==> src/rtl/fnt_dly_pkg.sv <==
package fnt_dly_pkg;

  localparam int unsigned NGRP     = 5;
  localparam int unsigned RANK_W   = 3;
  localparam int unsigned MAX_RANK = 4;

  typedef logic [NGRP-1:0] grp_mask_t;

  // register count of group g: 8, 4, 2, 1, 1
  function automatic int unsigned grp_depth(input int unsigned g);
    return (g < 3) ? (8 >> g) : 1;
  endfunction

  // delay length in enabled edges for a line (second = 0: line A, 1: line B)
  function automatic int unsigned dly_len(input logic [RANK_W-1:0] rk,
                                          input logic inv, input logic second);
    int unsigned base;
    if (rk > RANK_W'(MAX_RANK)) return 0;
    if (!inv) base = 16 >> rk;
    else      base = 1 << rk;
    if (second != inv) return base >> 1;
    return base;
  endfunction

  // groups that store for a given length
  function automatic grp_mask_t len_to_mask(input int unsigned len);
    grp_mask_t m;
    if (len >= 16) return '1;
    m[0] = len[3];
    m[1] = len[2];
    m[2] = len[1];
    m[3] = len[0];
    m[4] = 1'b0;
    return m;
  endfunction

  // stored length of a mask
  function automatic int unsigned mask_weight(input grp_mask_t m);
    int unsigned w;
    w = 0;
    for (int g = 0; g < NGRP; g++) if (m[g]) w += grp_depth(g);
    return w;
  endfunction

endpackage

==> src/rtl/fnt_dly_decode.sv <==
module fnt_dly_decode
  import fnt_dly_pkg::*;
(
  input  logic              clk,
  input  logic              rst_n,
  input  logic [RANK_W-1:0] rank,
  input  logic              inv_dir,
  output grp_mask_t         mask_a,
  output grp_mask_t         mask_b
);

  always_comb begin
    mask_a = len_to_mask(dly_len(rank, inv_dir, 1'b0));
    mask_b = len_to_mask(dly_len(rank, inv_dir, 1'b1));
  end

  logic legal;
  assign legal = (rank <= RANK_W'(MAX_RANK));

  AST_FWD_HALF: assert property (@(posedge clk) disable iff (!rst_n)
    (legal && !inv_dir && rank != RANK_W'(MAX_RANK)) |->
      (mask_weight(mask_a) == 2 * mask_weight(mask_b)))
    else $error("forward B not half of A");

  AST_INV_DOUBLE: assert property (@(posedge clk) disable iff (!rst_n)
    (legal && inv_dir && rank != '0) |->
      (mask_weight(mask_b) == 2 * mask_weight(mask_a)))
    else $error("inverse B not double A");

  AST_END_ZERO: assert property (@(posedge clk) disable iff (!rst_n)
    (legal && ((!inv_dir && rank == RANK_W'(MAX_RANK)) || (inv_dir && rank == '0))) |->
      (mask_weight(inv_dir ? mask_a : mask_b) == 0))
    else $error("end rank not zero length");

  AST_ILLEGAL_ZERO: assert property (@(posedge clk) disable iff (!rst_n)
    !legal |-> (mask_a == '0 && mask_b == '0))
    else $error("illegal rank gives nonzero delay");

endmodule

==> src/rtl/fnt_dly_group.sv <==
module fnt_dly_group #(
  parameter int unsigned DATA_W = 17,
  parameter int unsigned DEPTH  = 1
) (
  input  logic              clk,
  input  logic              rst_n,
  input  logic              adv_en,
  input  logic              active,
  input  logic [DATA_W-1:0] d,
  output logic [DATA_W-1:0] q
);

  logic [DATA_W-1:0] sr_q [DEPTH];
  logic [DATA_W-1:0] sr_d [DEPTH];
  logic              step;

  assign step = adv_en & active;

  always_comb begin
    sr_d[0] = d;
    for (int i = 1; i < DEPTH; i++) sr_d[i] = sr_q[i-1];
  end

  always_ff @(posedge clk or negedge rst_n) begin
    if (!rst_n) begin
      for (int i = 0; i < DEPTH; i++) sr_q[i] <= '0;
    end else if (step) begin
      sr_q <= sr_d;
    end
  end

  assign q = active ? sr_q[DEPTH-1] : d;

  AST_HOLD_FROZEN: assert property (@(posedge clk) disable iff (!rst_n)
    !adv_en |=> $stable(sr_q[DEPTH-1]))
    else $error("stored word moved while frozen");

  AST_LOAD_HEAD: assert property (@(posedge clk) disable iff (!rst_n)
    step |=> (sr_q[0] == $past(d)))
    else $error("head register missed input");

endmodule

==> src/rtl/fnt_dly_chain.sv <==
module fnt_dly_chain
  import fnt_dly_pkg::*;
#(
  parameter int unsigned DATA_W = 17
) (
  input  logic              clk,
  input  logic              rst_n,
  input  logic              adv_en,
  input  grp_mask_t         mask,
  input  logic [DATA_W-1:0] din,
  output logic [DATA_W-1:0] dout
);

  logic [DATA_W-1:0] link [NGRP+1];

  assign link[0] = din;

  for (genvar g = 0; g < NGRP; g++) begin : g_grp
    fnt_dly_group #(
      .DATA_W (DATA_W),
      .DEPTH  (grp_depth(g))
    ) grp_i (
      .clk    (clk),
      .rst_n  (rst_n),
      .adv_en (adv_en),
      .active (mask[g]),
      .d      (link[g]),
      .q      (link[g+1])
    );
  end

  assign dout = link[NGRP];

  AST_ZERO_WIRE: assert property (@(posedge clk) disable iff (!rst_n)
    (mask == '0) |-> (dout == din))
    else $error("zero-length line not transparent");

endmodule

==> src/rtl/fnt_dly_pair.sv <==
module fnt_dly_pair
  import fnt_dly_pkg::*;
#(
  parameter int unsigned DATA_W = 17
) (
  input  logic              clk,
  input  logic              rst_n,
  input  logic              adv_en,
  input  logic [RANK_W-1:0] rank,
  input  logic              inv_dir,
  input  logic [DATA_W-1:0] a_in,
  output logic [DATA_W-1:0] a_out,
  input  logic [DATA_W-1:0] b_in,
  output logic [DATA_W-1:0] b_out
);

  logic [1:0] rst_sync_q;
  logic       rst_int_n;
  grp_mask_t  mask_a;
  grp_mask_t  mask_b;

  // asynchronous assert, clocked release
  always_ff @(posedge clk or negedge rst_n) begin
    if (!rst_n) rst_sync_q <= '0;
    else        rst_sync_q <= {rst_sync_q[0], 1'b1};
  end
  assign rst_int_n = rst_sync_q[1];

  fnt_dly_decode dec_i (
    .clk     (clk),
    .rst_n   (rst_int_n),
    .rank    (rank),
    .inv_dir (inv_dir),
    .mask_a  (mask_a),
    .mask_b  (mask_b)
  );

  fnt_dly_chain #(.DATA_W(DATA_W)) line_a_i (
    .clk    (clk),
    .rst_n  (rst_int_n),
    .adv_en (adv_en),
    .mask   (mask_a),
    .din    (a_in),
    .dout   (a_out)
  );

  fnt_dly_chain #(.DATA_W(DATA_W)) line_b_i (
    .clk    (clk),
    .rst_n  (rst_int_n),
    .adv_en (adv_en),
    .mask   (mask_b),
    .din    (b_in),
    .dout   (b_out)
  );

  AST_RESET_CLEAR: assert property (@(posedge clk)
    !rst_int_n |=> (mask_a == '0 || a_out == '0 || !rst_int_n || $past(adv_en)))
    else $error("line A not cleared by reset");

endmodule

==> config.mk <==
export PLATFORM = sky130hd
export DESIGN_NAME = fnt_dly_pair
export DESIGN_NICKNAME = d
export VERILOG_FILES = /design/src/rtl/fnt_dly_pkg.sv /design/src/rtl/fnt_dly_decode.sv /design/src/rtl/fnt_dly_group.sv /design/src/rtl/fnt_dly_chain.sv /design/src/rtl/fnt_dly_pair.sv
export SDC_FILE = /design/constraint.sdc
export NUM_CORES = 1
export LEC_CHECK = 0
export ABC_AREA = 1
export BUFFER_PORTS_ARGS = -buffer_cell sky130_fd_sc_hd__buf_2
export CAP_MARGIN = 15
export CORE_UTILIZATION = 60
export CTS_CLUSTER_SIZE = 25
export DETAILED_ROUTE_END_ITERATION = 16
export PLACE_DENSITY_LB_ADDON = 0.3
export RECOVER_POWER = 100
export SYNTH_ARGS = -nofsm -noshare
export SYNTH_HDL_FRONTEND = slang
export SYNTH_SLANG_ARGS = --single-unit
==> constraint.sdc <==
create_clock -name clk -period 44.2 [get_ports clk]
set_clock_uncertainty 0.15 [all_clocks]
set_input_delay 8.84 -clock clk [delete_from_list [all_inputs] [get_ports clk]]
set_output_delay 8.84 -clock clk [all_outputs]
set_load 0.05 [all_outputs]
==> run metrics <==
status finished, violations left; failing checks max-capacitance violations, max-slew violations; Tmin final 26,060 ps; Core ar. 36,870 sq um; Hold WS 217.0 ps; Compound-Gate Fraction of Synth Area 10.77%; P&R area growth vs syn 9.079%; critical path's largest stage delay 2390 ps; Adder-Cell Fraction of Synth Area 0%; CTS tree done; worst min-delay path class register to register; Final TNS setup 0 ps; met1 WL 21,300 um; initial antenna violation count 0; Routed WL 42,270 um; Initial Utilization 61.33%; commonest non-fill, non-tap cell in the layout nand2_1; FMAX 38.38 MHz; GP Congestion 0.8202; latest clock arrival within the worst-skew pair 590 ps; Simple-Gate Fraction of Synth Area 18.86%; mapped cell area 22,610 sq um; WP data arrival 17,070 ps; headroom to the max-slew limit -188.0%; DR WL met3 1682 um; max-cap check violation count 22; critical path type input pin to output port; Mapped Cells 2,431; CP dominant cell by count nand3_1; Net Count, Synth 2,472; DIE WIDTH 196.1 um; Ports 75; Hold Buf Count CTS 0; Hold Fails Final Rpt 0; top-area cell type share of the netlist area 60.42%; Setup Buffers After CTS 0; metal2 WL 18,430 um; gr ovfl total 0; clk buf depth 3; n_diodes 0; Most used DFF post-synth dfrtp_1; Synth area leaders dfrtp_1 60%, nand2_1 9.1%, o21ai_0 6.2%, nand3_1 4.6%, mux2_2 3.9%; Critical Path Start Type input pin; drt pass-1 iters 5; Starting DRT DRC Count 1,102; largest net degree at the start of global routing 160; most frequent cells in the layout 558 x nand2_1, 546 x dfrtp_1, 287 x o21ai_0; sequential fraction of the synthesis area 60.42%; Tot GR Track Use 23.09%; highest metal used met4; DIE AREA 38,470 sq um; synth unique cells 27; Critical Path Slowest Stage Cell a21oi_1; RSZ-0062 raised after global routing no; Num CTS Buffers 54; Die Ht 196.1 um; LEAKAGE 12.11 nW; first-pass GRT wire length 72,170 um; mean post-synth cell area 9.302 sq um; required time worst endpoint 35,210 ps; worst hold path depth 0; Synth Area in XOR/XNOR 0%; Synth async-reset ratio 100.0%; crit path cell chain clkbuf_1, clkinvlp_2, nand3_1, clkinvlp_2, a21oi_1, inv_1, nand2_1, nand3_1, nand3_1, nand3_1, nand2_1, clkbuf_1; post-synth top area cell dfrtp_1; pwr/cell area 58.59 nW/um^2; vias 15,596; WL/cell 14.21 um; Final ANT Viol Nets 0; layout cell share with drive strength beyond 1 9.717%; Via density 5.244; fin worst setup slack 18,140 ps; # H-tree levels 2; Period Utilization, post-route 58.95%; FF+latch count, synth 546; Tightest Pin Transition 4320 ps; Worst Path Max Fanout 54; DP Worst Slack 23,380 ps; Clock Tree Root clkbuf_16; vias in the first global route 14,575; IO Port Bufs 74; Ys Warns 0; endpoints failing setup 0; multiplexer area fraction after synthesis 3.884%; Nets 2,469; Post-synth EDFFs 0; peak supply drop 31.49 uV; clock sinks 546; final routed DRC violation total 0; Site Rows 70; final-report max-slew violation count 1,559; worst r2r path cells 2; post-DP HPWL 26,760 um; CP endpoint kind output port; Clk pin slew, worst setup/hold paths 60 ps; main combinational cell family by area after synthesis simple AND/OR/NAND/NOR gates; Resized Gates After CTS 0
[synth_stat cells (12+ instances only)]
library cell,n
a31oi_1,34
or2_2,34
a21oi_1,131
o21ai_0,281
nor2_1,169
buf_1,12
mux2_2,78
dfrtp_1,546
clkbuf_1,52
nand2_1,551
o21ai_1,22
inv_1,173
buf_2,69
and2_1,34
nand3_1,207
[final timing paths]
path / end / from / slack [ps]
setup / recovery: a_out[8] / inv_dir / 18140
hold / removal: rst_sync_q[1] / rst_sync_q[0] / 220
setup reg to reg: line_b_i.g_grp[1].grp_i.sr_q[14] / rst_sync_q[1] / 35130
hold reg to reg: rst_sync_q[1] / rst_sync_q[0] / 220
max in group asynchronous: line_b_i.g_grp[1].grp_i.sr_q[14] / rst_sync_q[1] / 35130
min in group asynchronous: line_b_i.g_grp[0].grp_i.sr_d[67] / rst_sync_q[1] / 840
[area by class of cell]
type | count | area (sq um)
Sequential cell | 546 | 13660
Fill cell | 2873 | 12210
Multi-Input combinational cell | 1558 | 7502
Clock buffer | 82 | 1598
Inverter | 181 | 681.9
Tap cell | 504 | 630.6
Timing Repair Buffer | 87 | 380.4
Clock inverter | 16 | 211.5
[flip-flops by register name (all words and copies together), names as in the netlist]
register,cells
line_a_i.g_grp.grp_i.sr_q,85
rst_sync_q,2
line_b_i.g_grp.grp_i.sr_q,85
line_a_i.g_grp.grp_i.sr_d,187
line_b_i.g_grp.grp_i.sr_d,187
[power breakdown]
part	leakage, nW	internal [mW]	switching, mW
Clock	0.892	0.277	0.183
Sequential	6.53	0.647	0.0685
Combinational	4.69	0.101	0.169
Total	12.1	1.02	0.420
[cells by family (layout without fill, tap and decap cells)]
| family | count (synthesis) | count (layout) |
|---|---|---|
| and+or+nand+nor | 1007 | 1007 |
| DFF | 546 | 546 |
| AOI/OAI and AO/OA | 472 | 472 |
| buffers and inverters | 327 | 366 |
| muxes | 78 | 78 |
| other | 1 | 1 |
[stage by stage]
step / cell area (sq um) / cells / utilization [%] / total power [mW]
global route: 24670 / 2974 / 66.90 / 1.534
finish: 24670 / 2974 / 66.90 / 1.445
CTS: 24880 / 2974 / 67.47 / 1.458
detailed placement: 23070 / 2876 / 62.56 / 0.9924
floorplan: 22610 / 2431 / - / 0.9254
global placement: 23070 / 2876 / 62.56 / 0.9714
[layer usage]
layer / track usage [%] / vias up
li1: - / 7857
met1: 36.27 / 7410
met2: 33.20 / 266
met3: 4.023 / 63
met4: 6.279 / 0
met5: 0 / -
[worst max-delay path, delay by kind of cell]
family / cells / cell delay [ps]
buffers and inverters: 5 / 3550
AOI/OAI and AO/OA: 1 / 2390
and+or+nand+nor: 6 / 2290
No activity file was read; power rests on OpenSTA's default activity.
